==> src/rtl/cache_dir_pkg.sv <==
package cache_dir_pkg;

    // access kinds carried on req_kind
    typedef enum logic [1:0] {
        KIND_LOAD  = 2'd0,
        KIND_STORE = 2'd1,
        KIND_FETCH = 2'd2,
        KIND_OTHER = 2'd3
    } acc_kind_e;

    localparam int        AGE_W   = 2;
    localparam logic [1:0] AGE_TOP = 2'd3;

    // statistics slots
    localparam int N_STAT   = 5;
    localparam int ST_ACC   = 0;
    localparam int ST_DHIT  = 1;
    localparam int ST_DMISS = 2;
    localparam int ST_IHIT  = 3;
    localparam int ST_IMISS = 4;

    typedef struct packed {
        logic hit;
        logic instr;
    } result_t;

    function automatic logic [AGE_W-1:0] age_bump(input logic [AGE_W-1:0] a);
        return (a == AGE_TOP) ? a : a + 1'b1;
    endfunction

endpackage

==> src/rtl/cache_addr_split.sv <==
module cache_addr_split #(
    parameter int ADDR_W = 32,
    parameter int OFF_W  = 4,
    parameter int IDX_W  = 3,
    parameter int TAG_W  = ADDR_W - OFF_W - IDX_W
) (
    input  logic [ADDR_W-1:0] addr,
    output logic [IDX_W-1:0]  idx,
    output logic [TAG_W-1:0]  tag
);
    logic [OFF_W-1:0] unused_off;

    assign unused_off = addr[OFF_W-1:0];
    assign idx        = addr[OFF_W +: IDX_W];
    assign tag        = addr[ADDR_W-1 -: TAG_W];
endmodule

==> src/rtl/cache_sat_ctr.sv <==
module cache_sat_ctr #(
    parameter int W = 16
) (
    input  logic         clk,
    input  logic         rst,
    input  logic         inc,
    output logic [W-1:0] q
);
    always_ff @(posedge clk) begin
        if (rst)
            q <= '0;
        else if (inc && (q != {W{1'b1}}))
            q <= q + 1'b1;
    end
endmodule

==> src/rtl/cache_tag_bank.sv <==
module cache_tag_bank
    import cache_dir_pkg::*;
#(
    parameter int WAYS  = 4,
    parameter int SETS  = 2,
    parameter int IDX_W = 1,
    parameter int TAG_W = 27
) (
    input  logic             clk,
    input  logic             rst,
    input  logic             upd_en,
    input  logic [IDX_W-1:0] idx,
    input  logic [TAG_W-1:0] tag,
    output logic             look_hit
);
    localparam int WAY_W = (WAYS > 1) ? $clog2(WAYS) : 1;

    logic [TAG_W-1:0] tag_q [SETS][WAYS];
    logic [WAYS-1:0]  vld_q [SETS];
    logic [WAYS-1:0]  match;
    logic [WAY_W-1:0] vic;
    logic             fill;

    always_comb begin
        match = '0;
        for (int w = 0; w < WAYS; w++)
            match[w] = vld_q[idx][w] && (tag_q[idx][w] == tag);
    end

    assign look_hit = |match;
    assign fill     = upd_en && !look_hit;

    generate
        if (WAYS > 1) begin : g_assoc
            logic [AGE_W-1:0] age_q [SETS][WAYS];
            logic [AGE_W-1:0] top_age;
            logic [WAY_W-1:0] empty_way, old_way;
            logic             empty_found, old_found;

            always_comb begin
                empty_found = 1'b0;
                empty_way   = '0;
                for (int w = 0; w < WAYS; w++) begin
                    if (!vld_q[idx][w] && !empty_found) begin
                        empty_found = 1'b1;
                        empty_way   = WAY_W'(w);
                    end
                end
                top_age = '0;
                for (int w = 0; w < WAYS; w++)
                    if (age_q[idx][w] > top_age)
                        top_age = age_q[idx][w];
                old_found = 1'b0;
                old_way   = '0;
                for (int w = 0; w < WAYS; w++) begin
                    if (!old_found && (age_q[idx][w] == top_age)) begin
                        old_found = 1'b1;
                        old_way   = WAY_W'(w);
                    end
                end
            end

            assign vic = empty_found ? empty_way : old_way;

            always_ff @(posedge clk) begin
                if (rst) begin
                    for (int s = 0; s < SETS; s++)
                        for (int w = 0; w < WAYS; w++)
                            age_q[s][w] <= '0;
                end else if (fill) begin
                    for (int w = 0; w < WAYS; w++)
                        age_q[idx][w] <= (WAY_W'(w) == vic) ? '0 : age_bump(age_q[idx][w]);
                end
            end
        end else begin : g_direct
            assign vic = '0;
        end
    endgenerate

    always_ff @(posedge clk) begin
        if (rst) begin
            for (int s = 0; s < SETS; s++)
                vld_q[s] <= '0;
        end else if (fill) begin
            vld_q[idx][vic] <= 1'b1;
        end
    end

    always_ff @(posedge clk) begin
        if (fill)
            tag_q[idx][vic] <= tag;
    end
endmodule

==> src/rtl/cache_tag_dir.sv <==
module cache_tag_dir
    import cache_dir_pkg::*;
#(
    parameter int ADDR_W      = 32,
    parameter int BLOCK_BYTES = 16,
    parameter int CACHE_BYTES = 1024,
    parameter int WAYS        = 4,
    parameter int SPLIT       = 1,
    parameter int CNT_W       = 16
) (
    input  logic              clk,
    input  logic              rst,
    input  logic              req_valid,
    output logic              req_ready,
    input  logic [ADDR_W-1:0] req_addr,
    input  logic [1:0]        req_kind,
    output logic              rsp_valid,
    output logic              rsp_hit,
    output logic [CNT_W-1:0]  cnt_access,
    output logic [CNT_W-1:0]  cnt_d_hit,
    output logic [CNT_W-1:0]  cnt_d_miss,
    output logic [CNT_W-1:0]  cnt_i_hit,
    output logic [CNT_W-1:0]  cnt_i_miss
);
    localparam int LINES     = CACHE_BYTES / BLOCK_BYTES;
    localparam int NDIR      = (SPLIT != 0) ? 2 : 1;
    localparam int DIR_LINES = LINES / NDIR;
    localparam int SETS      = DIR_LINES / WAYS;
    localparam int OFF_W     = $clog2(BLOCK_BYTES);
    localparam int IDX_W     = $clog2(SETS);
    localparam int TAG_W     = ADDR_W - OFF_W - IDX_W;

    logic             accept;
    logic             is_instr;
    logic [IDX_W-1:0] idx;
    logic [TAG_W-1:0] tag;
    logic [NDIR-1:0]  hit_vec;
    logic [NDIR-1:0]  upd_vec;
    result_t          res;
    logic [N_STAT-1:0] stat_inc;
    logic [CNT_W-1:0]  stat_q [N_STAT];

    assign req_ready = !rst;
    assign accept    = req_valid && req_ready;
    assign is_instr  = (SPLIT != 0) && (acc_kind_e'(req_kind) == KIND_FETCH);

    cache_addr_split #(
        .ADDR_W(ADDR_W), .OFF_W(OFF_W), .IDX_W(IDX_W), .TAG_W(TAG_W)
    ) u_split (
        .addr(req_addr), .idx(idx), .tag(tag)
    );

    generate
        for (genvar d = 0; d < NDIR; d++) begin : g_dir
            localparam bit SIDE_I = (d == 1);
            assign upd_vec[d] = accept && (is_instr == SIDE_I);
            cache_tag_bank #(
                .WAYS(WAYS), .SETS(SETS), .IDX_W(IDX_W), .TAG_W(TAG_W)
            ) u_bank (
                .clk(clk), .rst(rst), .upd_en(upd_vec[d]),
                .idx(idx), .tag(tag), .look_hit(hit_vec[d])
            );
        end
    endgenerate

    assign res.instr = is_instr;
    assign res.hit   = (is_instr && (NDIR == 2)) ? hit_vec[NDIR-1] : hit_vec[0];

    always_comb begin
        stat_inc           = '0;
        stat_inc[ST_ACC]   = accept;
        stat_inc[ST_DHIT]  = accept && !res.instr &&  res.hit;
        stat_inc[ST_DMISS] = accept && !res.instr && !res.hit;
        stat_inc[ST_IHIT]  = accept &&  res.instr &&  res.hit;
        stat_inc[ST_IMISS] = accept &&  res.instr && !res.hit;
    end

    generate
        for (genvar g = 0; g < N_STAT; g++) begin : g_stat
            cache_sat_ctr #(.W(CNT_W)) u_ctr (
                .clk(clk), .rst(rst), .inc(stat_inc[g]), .q(stat_q[g])
            );
        end
    endgenerate

    assign cnt_access = stat_q[ST_ACC];
    assign cnt_d_hit  = stat_q[ST_DHIT];
    assign cnt_d_miss = stat_q[ST_DMISS];
    assign cnt_i_hit  = stat_q[ST_IHIT];
    assign cnt_i_miss = stat_q[ST_IMISS];

    always_ff @(posedge clk) begin
        if (rst) begin
            rsp_valid <= 1'b0;
            rsp_hit   <= 1'b0;
        end else begin
            rsp_valid <= accept;
            rsp_hit   <= accept && res.hit;
        end
    end
endmodule

==> config.mk <==
export PLATFORM = sky130hd
export DESIGN_NAME = cache_tag_dir
export DESIGN_NICKNAME = d
export VERILOG_FILES = /design/src/rtl/cache_dir_pkg.sv /design/src/rtl/cache_addr_split.sv /design/src/rtl/cache_sat_ctr.sv /design/src/rtl/cache_tag_bank.sv /design/src/rtl/cache_tag_dir.sv
export SDC_FILE = /design/constraint.sdc
export NUM_CORES = 2
export LEC_CHECK = 0
export BUFFER_PORTS_ARGS = -buffer_cell sky130_fd_sc_hd__clkbuf_2
export CORE_ASPECT_RATIO = 1.1
export CORE_MARGIN = 10
export CORE_UTILIZATION = 45
export CTS_BUF_LIST = sky130_fd_sc_hd__clkbuf_4
export DETAILED_ROUTE_END_ITERATION = 16
export GPL_TIMING_DRIVEN = 0
export HOLD_SLACK_MARGIN = 0.1
export PLACE_DENSITY = 0.63
export SYNTH_ARGS = -nofsm -noshare
export SYNTH_HDL_FRONTEND = slang
export SYNTH_HIERARCHICAL = 1
export SYNTH_SLANG_ARGS = --single-unit
export TNS_END_PERCENT = 20
==> constraint.sdc <==
create_clock -name clk -period 13.4 [get_ports clk]
set_input_delay 2.68 -clock clk [delete_from_list [all_inputs] [get_ports clk]]
set_output_delay 2.68 -clock clk [all_outputs]
set_load 0.01 [all_outputs]
Word-level counts from Yosys, hierarchy flattened
Memory sizes are Yosys's and may differ from the RTL's.
Index checks and enable logic that the tools add are counted.
{"block": "op_classes", "addsub": 13, "order_cmp": 16, "eq_ne": 36, "muxes": 85, "bitwise_logic": 3, "reduce_logical": 69}
{"cell": "25-bit == test", "n": 8}
{"cell": "100-bit 2-to-1 mux", "n": 2}
{"cell": "25-bit demux with 2-bit select", "n": 2}
{"cell": "16-bit by 1-bit adder with 16-bit output, second input constant", "n": 5}
{"cell": "16-bit != test, second input constant", "n": 5}
{"cell": "2-bit 2-to-1 mux", "n": 34}
{"cell": "25-bit 2-to-1 mux", "n": 2}
{"cell": "1-bit logical AND", "n": 40}
{"cell": "1-bit 2-to-1 mux", "n": 31}
{"cell": "4-bit 2-to-1 mux", "n": 6}
{"cell": "1-bit logical NOT", "n": 21}
{"cell": "2-bit == test, second input constant", "n": 9}
{"cell": "2-bit by 1-bit adder with 2-bit output, second input constant", "n": 8}
{"cell": "2-bit == test", "n": 8}
{"cell": "8-bit 2-to-1 mux", "n": 2}
{"cell": "4-bit OR reduction", "n": 4}
{"cell": "8-bit OR reduction", "n": 2}
{"cell": "2-bit greater-than comparator", "n": 6}
{"cell": "3-bit 2-to-1 mux", "n": 4}
{"cell": "2-bit == test, first input constant", "n": 4}
{"cell": "3-bit greater-or-equal comparator, second input constant", "n": 2}
{"cell": "2-bit by 3-bit < comparator with 1-bit output, second input constant", "n": 2}
{"cell": "3-bit by 1-bit < comparator with 1-bit output, second input constant", "n": 2}
{"cell": "2-bit NOT with 3-bit output", "n": 2}
{"cell": "other kinds (6)", "n": 11}
{"block": "word_totals", "ff_bits": 82, "ram_bits": 1792, "in_bits": 37, "output_inout_bits": 83, "wordCells": 235, "memories": 6}
{"memory": "g_dir[0].u_bank.tag_q", "depth": 8, "width": 100, "rd": 1, "rd_clocked_by_memory_dff": 0, "write_ports": 1, "line": "cache_tag_bank.sv:18", "source": "logic [TAG_W-1:0] tag_q [SETS][WAYS];"}
{"memory": "g_dir[1].u_bank.tag_q", "depth": 8, "width": 100, "rd": 1, "rd_clocked_by_memory_dff": 0, "write_ports": 1, "line": "cache_tag_bank.sv:18"}
{"memory": "g_dir[0].u_bank.g_assoc.age_q", "depth": 8, "width": 8, "rd": 1, "rd_clocked_by_memory_dff": 0, "write_ports": 8, "line": "cache_tag_bank.sv:35", "source": "logic [AGE_W-1:0] age_q [SETS][WAYS];"}
{"memory": "g_dir[1].u_bank.g_assoc.age_q", "depth": 8, "width": 8, "rd": 1, "rd_clocked_by_memory_dff": 0, "write_ports": 8, "line": "cache_tag_bank.sv:35"}
{"memory": "g_dir[0].u_bank.vld_q", "depth": 8, "width": 4, "rd": 1, "rd_clocked_by_memory_dff": 0, "write_ports": 8, "line": "cache_tag_bank.sv:19", "source": "logic [WAYS-1:0] vld_q [SETS];"}
{"memory": "g_dir[1].u_bank.vld_q", "depth": 8, "width": 4, "rd": 1, "rd_clocked_by_memory_dff": 0, "write_ports": 8, "line": "cache_tag_bank.sv:19"}

Longest topological paths before layout
An unclocked memory read counts as a cell.
{"block": "depth", "word_depth": 28, "ltp_mapped": 31, "mapped_depth_nobuf": 25}

Hierarchy
Netlist, hierarchy kept.
{"mod": "cache_tag_bank at g_dir[0].u_bank", "n_inst": 1, "cells_each": 2130, "area_per_inst_um2": 37183.2, "seq_area_each_um2": 26585.5}
{"mod": "cache_tag_bank at g_dir[1].u_bank", "n_inst": 1, "cells_each": 2139, "area_per_inst_um2": 36991.7, "seq_area_each_um2": 26585.5}
{"mod": "cache_sat_ctr", "n_inst": 5, "cells_each": 99, "area_per_inst_um2": 848.3, "seq_area_each_um2": 320.3}
{"mod": "cache_addr_split", "n_inst": 1, "cells_each": 28, "area_per_inst_um2": 210.2, "seq_area_each_um2": 0.0}
{"mod": "cache_tag_dir", "n_inst": 1, "cells_each": 14, "area_per_inst_um2": 141.4, "seq_area_each_um2": 40.0}

Least setup slack after synthesis
OpenSTA, ideal clock, no wires.
{"block": "synth_timing", "path_kind": "in2reg", "start": "input req_addr[4]", "end": "memory g_dir[1].u_bank/tag_q[2][25] in the netlist's numbering, enable pin", "arrival_ps": 10298, "t_required_ps": 12921, "setup_slack_ps": 2623, "path_stages": 29, "path_buffers": 7, "path_cell_list": "buf_4 > buf_4 > buf_6 > buf_4 > buf_4 > nor3b_1 > a22oi_1 > nand3_1 > inv_1 > ha_1 > o22ai_1 > mux2i_1 > ha_1 > nor2_1 > o21ai_0 > a21oi_1 > a21oi_1 > inv_1 > ha_1 > nand2_1 > o21a_1 > nor2_1 > nand3b_1 > a41oi_1 > o211ai_2 > o21ai_2 > buf_2 > buf_2 > nor4b_1"}
{"block": "synth_between", "elab_chain_cells": 27, "elab_cells_between_ends": 62, "classes_between": "6 x order compare; 8 x eq/ne; 22 x mux; 1 x bitwise; 22 x reduce/logical; 3 x memory"}
{"item": "start: declaration", "line": "cache_tag_dir.sv:15", "source": "input logic [ADDR_W-1:0] req_addr,"}
{"item": "memory 8 x 8 bit"}
{"item": "2-bit by 1-bit greater-than comparator with 1-bit output", "line": "cache_tag_bank.sv:51", "source": "if (age_q[idx][w] > top_age)"}
{"item": "2-bit 2-to-1 mux", "line": "cache_tag_bank.sv:51"}
{"item": "2-bit greater-than comparator", "line": "cache_tag_bank.sv:51"}
{"item": "2-bit 2-to-1 mux", "line": "cache_tag_bank.sv:51"}
{"item": "2-bit greater-than comparator", "line": "cache_tag_bank.sv:51"}
{"item": "2-bit 2-to-1 mux", "line": "cache_tag_bank.sv:51"}
{"item": "2-bit greater-than comparator", "line": "cache_tag_bank.sv:51"}
{"item": "[... 11 more ...]"}
{"item": "2-bit 2-to-1 mux", "line": "cache_tag_bank.sv:56", "source": "if (!old_found && (age_q[idx][w] == top_age)) begin"}
{"item": "2-bit 2-to-1 mux", "line": "cache_tag_bank.sv:63", "source": "assign vic = empty_found ? empty_way : old_way;"}
{"item": "2-bit NOT with 3-bit output (not written as such)", "line": "cache_tag_bank.sv:91", "source": "tag_q[idx][vic] <= tag;"}
{"item": "3-bit greater-or-equal comparator (not written as such) / 3-bit by 1-bit < comparator with 1-bit output (equally long branches)", "line": "cache_tag_bank.sv:91"}
{"item": "1-bit logical AND (not written as such)", "line": "cache_tag_bank.sv:91"}
{"item": "25-bit 2-to-1 mux (not written as such)", "line": "cache_tag_bank.sv:91"}
{"item": "25-bit demux with 2-bit select", "line": "cache_tag_bank.sv:91"}
{"item": "100-bit 2-to-1 mux (not written as such)", "line": "cache_tag_bank.sv:91"}
{"item": "end: declaration", "line": "cache_tag_bank.sv:18"}
Parallel ways exist; a longest one is shown, timed or not.

Worst setup path after layout
{"block": "layout_timing", "start": "input req_addr[4]", "end": "memory g_dir[1].u_bank/tag_q[3][43] in the netlist's numbering, enable pin"}
Same word-level chain as after synthesis.

==> impl_results.rst <==
.. list-table::
   :header-rows: 1

   * - Metric
     - Value
   * - Arrival time at the worst endpoint
     - 11.40 ns
   * - Number of synthesized register bits
     - 1874
   * - RR Startpoint
     - g_dir[0].u_bank/g_assoc.age_q[5][6]
   * - Max-slew headroom at the worst pin
     - -1.73%
   * - CTS tree
     - done
   * - Initial antenna violation count
     - 16
   * - Depth of the worst register-to-register path
     - 28
   * - CTS HTree Levels
     - 5
   * - Number of standard-cell rows in the floorplan
     - 161
   * - Yosys cell types
     - 105
   * - Number of buffer and inverter instances along the worst setup path
     - 12
   * - Clk pin slew, worst setup/hold paths
     - 0.07 ns
   * - Cell repeated most along the worst path
     - sky130_fd_sc_hd__buf_4
   * - Initial drt markers
     - 8295
   * - Synthesized net count
     - 4868
   * - Sequential share of the synthesized area
     - 69.6%
   * - Flop2flop setup slack
     - 5.57 ns
   * - Setup fix buffers added after clock tree synthesis
     - 0
   * - Slew Limit Fails
     - 20
   * - Drt drc
     - 0
   * - Via count of the first global-routing pass
     - 51100
   * - Total wire length after detailed routing
     - 268 mm
   * - Routed via count divided by cell count
     - 6.37
   * - Overall die area
     - 192000 um2
   * - Hold Buf Count CTS
     - 0
   * - Slowest Stage Delay on Critical Path
     - 1.08 ns
   * - Start point of the worst min-delay path
     - g_dir[1].u_bank/vld_q[7][1]
   * - Layout cell share with drive strength beyond 1
     - 29.0%
   * - Path category of the worst min-delay check
     - reg2reg
   * - Minimum period implied by the final worst setup slack
     - 10.33 ns
   * - Switching power share of the total
     - 24.8%
   * - Cell with the largest stage delay on the worst path
     - sky130_fd_sc_hd__nor3_1
   * - Max-capacitance violation count
     - 2
   * - Area Growth Syn to Fin
     - 14.9%
   * - Finished Core Util
     - 51.9%
   * - Failing checks
     - capacitance limit, slew limit
   * - Gates resized, CTS repair
     - 0
   * - Mean post-synth cell area
     - 16.4 um2
   * - Gate family responsible for the most delay along the worst path
     - simple AND/OR/NAND/NOR gates
   * - Setup-violating endpoint count in the final report
     - 0
   * - Combinational share of power
     - 8.3%
   * - Count of input and output buffers
     - 87
   * - IO Pins
     - 120
   * - Largest net degree at the start of global routing
     - 75
   * - Number of enable flip-flop cells after synthesis
     - 1728
   * - Switching component of the power
     - 0.00299 W
   * - Drt first pass iters
     - 8
   * - Height of the die
     - 459 um
   * - WL per Instance
     - 32.4 um
   * - Net count of the finished layout
     - 5697
   * - Number of cells produced by synthesis
     - 4806
   * - Hold-critical path depth
     - 2
   * - Pwr per Cell Area
     - 133 nW/um2
   * - Number of fillers in the final layout
     - 14400
   * - Clock buffer count from CTS
     - 459
   * - Placeable core area
     - 174000 um2
   * - Path length in cells of the critical path
     - 33
   * - Skew-Pair Late Insertion Delay
     - 1.46 ns
   * - Worst IR Drop VDD
     - 64.1 uV
   * - TritonCTS sink count
     - 1874
   * - Combined area of all synthesized cells
     - 78800 um2
   * - Clock root buffer master
     - sky130_fd_sc_hd__clkbuf_4
   * - Remaining Overflow, GRT
     - 0
   * - First-pass GRT wire length
     - 375 mm
   * - CP Capture Type
     - register
   * - Biggest fanout along the worst timing path
     - 10
   * - Max Root-Sink Buffers
     - 4
   * - Run status
     - finished with violations
   * - Required time of the critical path
     - 14.47 ns
   * - Detailed placement HPWL
     - 174 mm
   * - Top achievable clock speed
     - 96.8 MHz
   * - Placer congestion estimate
     - 0.936
   * - Worst clock skew
     - 0.145 ns
   * - Number of nets with antenna violations after routing
     - 0
   * - Final Hold Fails
     - 0
   * - Proportion of power drawn by flip-flops and latches
     - 53.2%
   * - Global Route Usage Sum
     - 27.1%
   * - Proportion of synthesized flip-flops having asynchronous set or reset
     - 0%
   * - Cell leakage power
     - 30.2 nW
   * - Count of synthesis-stage warnings from yosys
     - 6
   * - Most common library cell in the layout ignoring fill and taps
     - sky130_fd_sc_hd__edfxtp_1
   * - Die span in x
     - 419 um
   * - Internal Power
     - 0.00906 W
   * - Endpoint of the worst hold path
     - g_dir[1].u_bank/vld_q[7][1]
   * - Vias
     - 52600
   * - Period utilisation layout
     - 77.1%
   * - Most frequently used flop master after synthesis
     - sky130_fd_sc_hd__edfxtp_1
   * - Initial cell density of the core
     - 45.2%
   * - End of the worst register-to-register path
     - g_dir[0].u_bank/tag_q[5][53]
   * - Total negative setup slack
     - 0 ns
   * - Type of the worst setup path
     - in2reg
   * - Setup crit start kind
     - input port
   * - Worst slew pin tran
     - 1.53 ns
   * - Clock group share of total power
     - 38.5%
   * - Unrepaired setup endpoints after global routing
     - false
   * - Most used cells in the layout excluding fill and tap cells
     - sky130_fd_sc_hd__edfxtp_1 (1728), sky130_fd_sc_hd__clkbuf_4 (671), sky130_fd_sc_hd__buf_4 (324), sky130_fd_sc_hd__mux2i_1 (237), sky130_fd_sc_hd__nand2_1 (173)
## metal layers
layer	global-route usage (%)	routed length (um)	vias to the layer above	share of wire [%]
li1	-	-	21500	-
met1	36.3	100000	26500	37
met2	40.6	118000	3895	44
met3	8.39	36700	694	14
met4	12.4	12800	14	4.8
met5	0	89	-	0.033
## cell families (layout without fill, tap and decap cells)
kind of cell / after synthesis / count (layout) / share of synthesized area [%]
AOI/OAI and AO/OA: 874 / 874 / 8.54
xor gates and xnor gates: 205 / 205 / 2.28
adders and majority gates: 25 / 25 / 0.397
buffers and inverters: 430 / 1603 / 2.97
DFF: 1874 / 1874 / 69.6
muxes: 544 / 544 / 9.85
other: 0 / 9 / 0
and+or+nand+nor: 854 / 854 / 6.38
## flip-flops by register name, indices dropped and copies added, names as in the netlist
register	flops
g_dir.u_bank/tag_q	1600
g_dir.u_bank/g_assoc.age_q	128
g_stat.u_ctr/q	80
g_dir.u_bank/vld_q	64
rsp_hit	1
rsp_valid	1
## power groups by stage
stage / clock network, W / registers, W / logic (W)
6_report: 0.00464 / 0.00641 / 0.000997
2_1_floorplan: 0 / 0.00654 / 0.000581
5_1_grt: 0.00503 / 0.00641 / 0.00103
3_3_place_gp: 0 / 0.00654 / 0.000939
4_1_cts: 0.00471 / 0.00641 / 0.000964
3_5_place_dp: 0 / 0.00654 / 0.000960
## how the worst max path moves through the flow
stage,from,end
finish,req_addr[4],g_dir[1].u_bank/tag_q[3][43]
global route,req_addr[6],g_dir[1].u_bank/tag_q[3][39]
CTS,req_addr[6],g_dir[1].u_bank/tag_q[3][43]
detailed placement,req_addr[6],g_dir[1].u_bank/tag_q[3][39]
global placement,req_addr[4],g_dir[1].u_bank/tag_q[5][7]
floorplan,req_addr[4],g_dir[1].u_bank/tag_q[2][25]
## metrics by stage
step                instance area (um2)  total power [W]  instances  hold WS (ns)  setup WS [ns]
finish                            90500           0.0121       8270         0.463           3.07
floorplan                         78800          0.00712       4806         0.422           2.62
global placement                  82100          0.00748       7175         0.433          -3.27
detailed placement                84800          0.00750       7455         0.445           1.97
CTS                               90400           0.0121       8260         0.460           3.45
global route                      90500           0.0125       8268         0.476           2.70
## Yosys cell counts (all sizes together) (45+ instances only)
master / instances / share of area [%]
nand3: 50 / 0.32
a211oi: 66 / 0.63
mux2: 135 / 1.9
edfxtp: 1728 / 66
mux4: 170 / 4.9
xor2: 79 / 0.88
nand2: 178 / 0.86
buf: 267 / 2.2
a221oi: 144 / 1.6
xnor2: 126 / 1.4
a21oi: 90 / 0.57
nor4: 114 / 1.0
inv: 67 / 0.32
nand2b: 77 / 0.61
dfxtp: 146 / 3.7
o22ai: 62 / 0.50
nor2: 109 / 0.53
o21ai: 74 / 0.47
clkbuf: 94 / 0.45
mux2i: 239 / 3.1
o41ai: 45 / 0.50
a22oi: 105 / 1.0
## tightest hold or removal path: stages (launching register included)
cell and delay, ns:
sky130_fd_sc_hd__dfxtp_1 0.33, sky130_fd_sc_hd__nand2b_1 0.05, sky130_fd_sc_hd__o41ai_1 0.05
## layout make-up
type	instances	area (um2)	share of cell area [%]
Sequential cell	1874	54800	60.6
Timing Repair Buffer	368	2760	3.05
Inverter	69	259	0.286
Clock inverter	134	632	0.698
Antenna cell	9	22.5	0.0249
Buffer	361	2080	2.30
Tap cell	2282	2860	3.16
Clock buffer	671	5040	5.57
Multi-Input combinational cell	2502	22000	24.3
No activity file was read; power rests on OpenSTA's default activity.
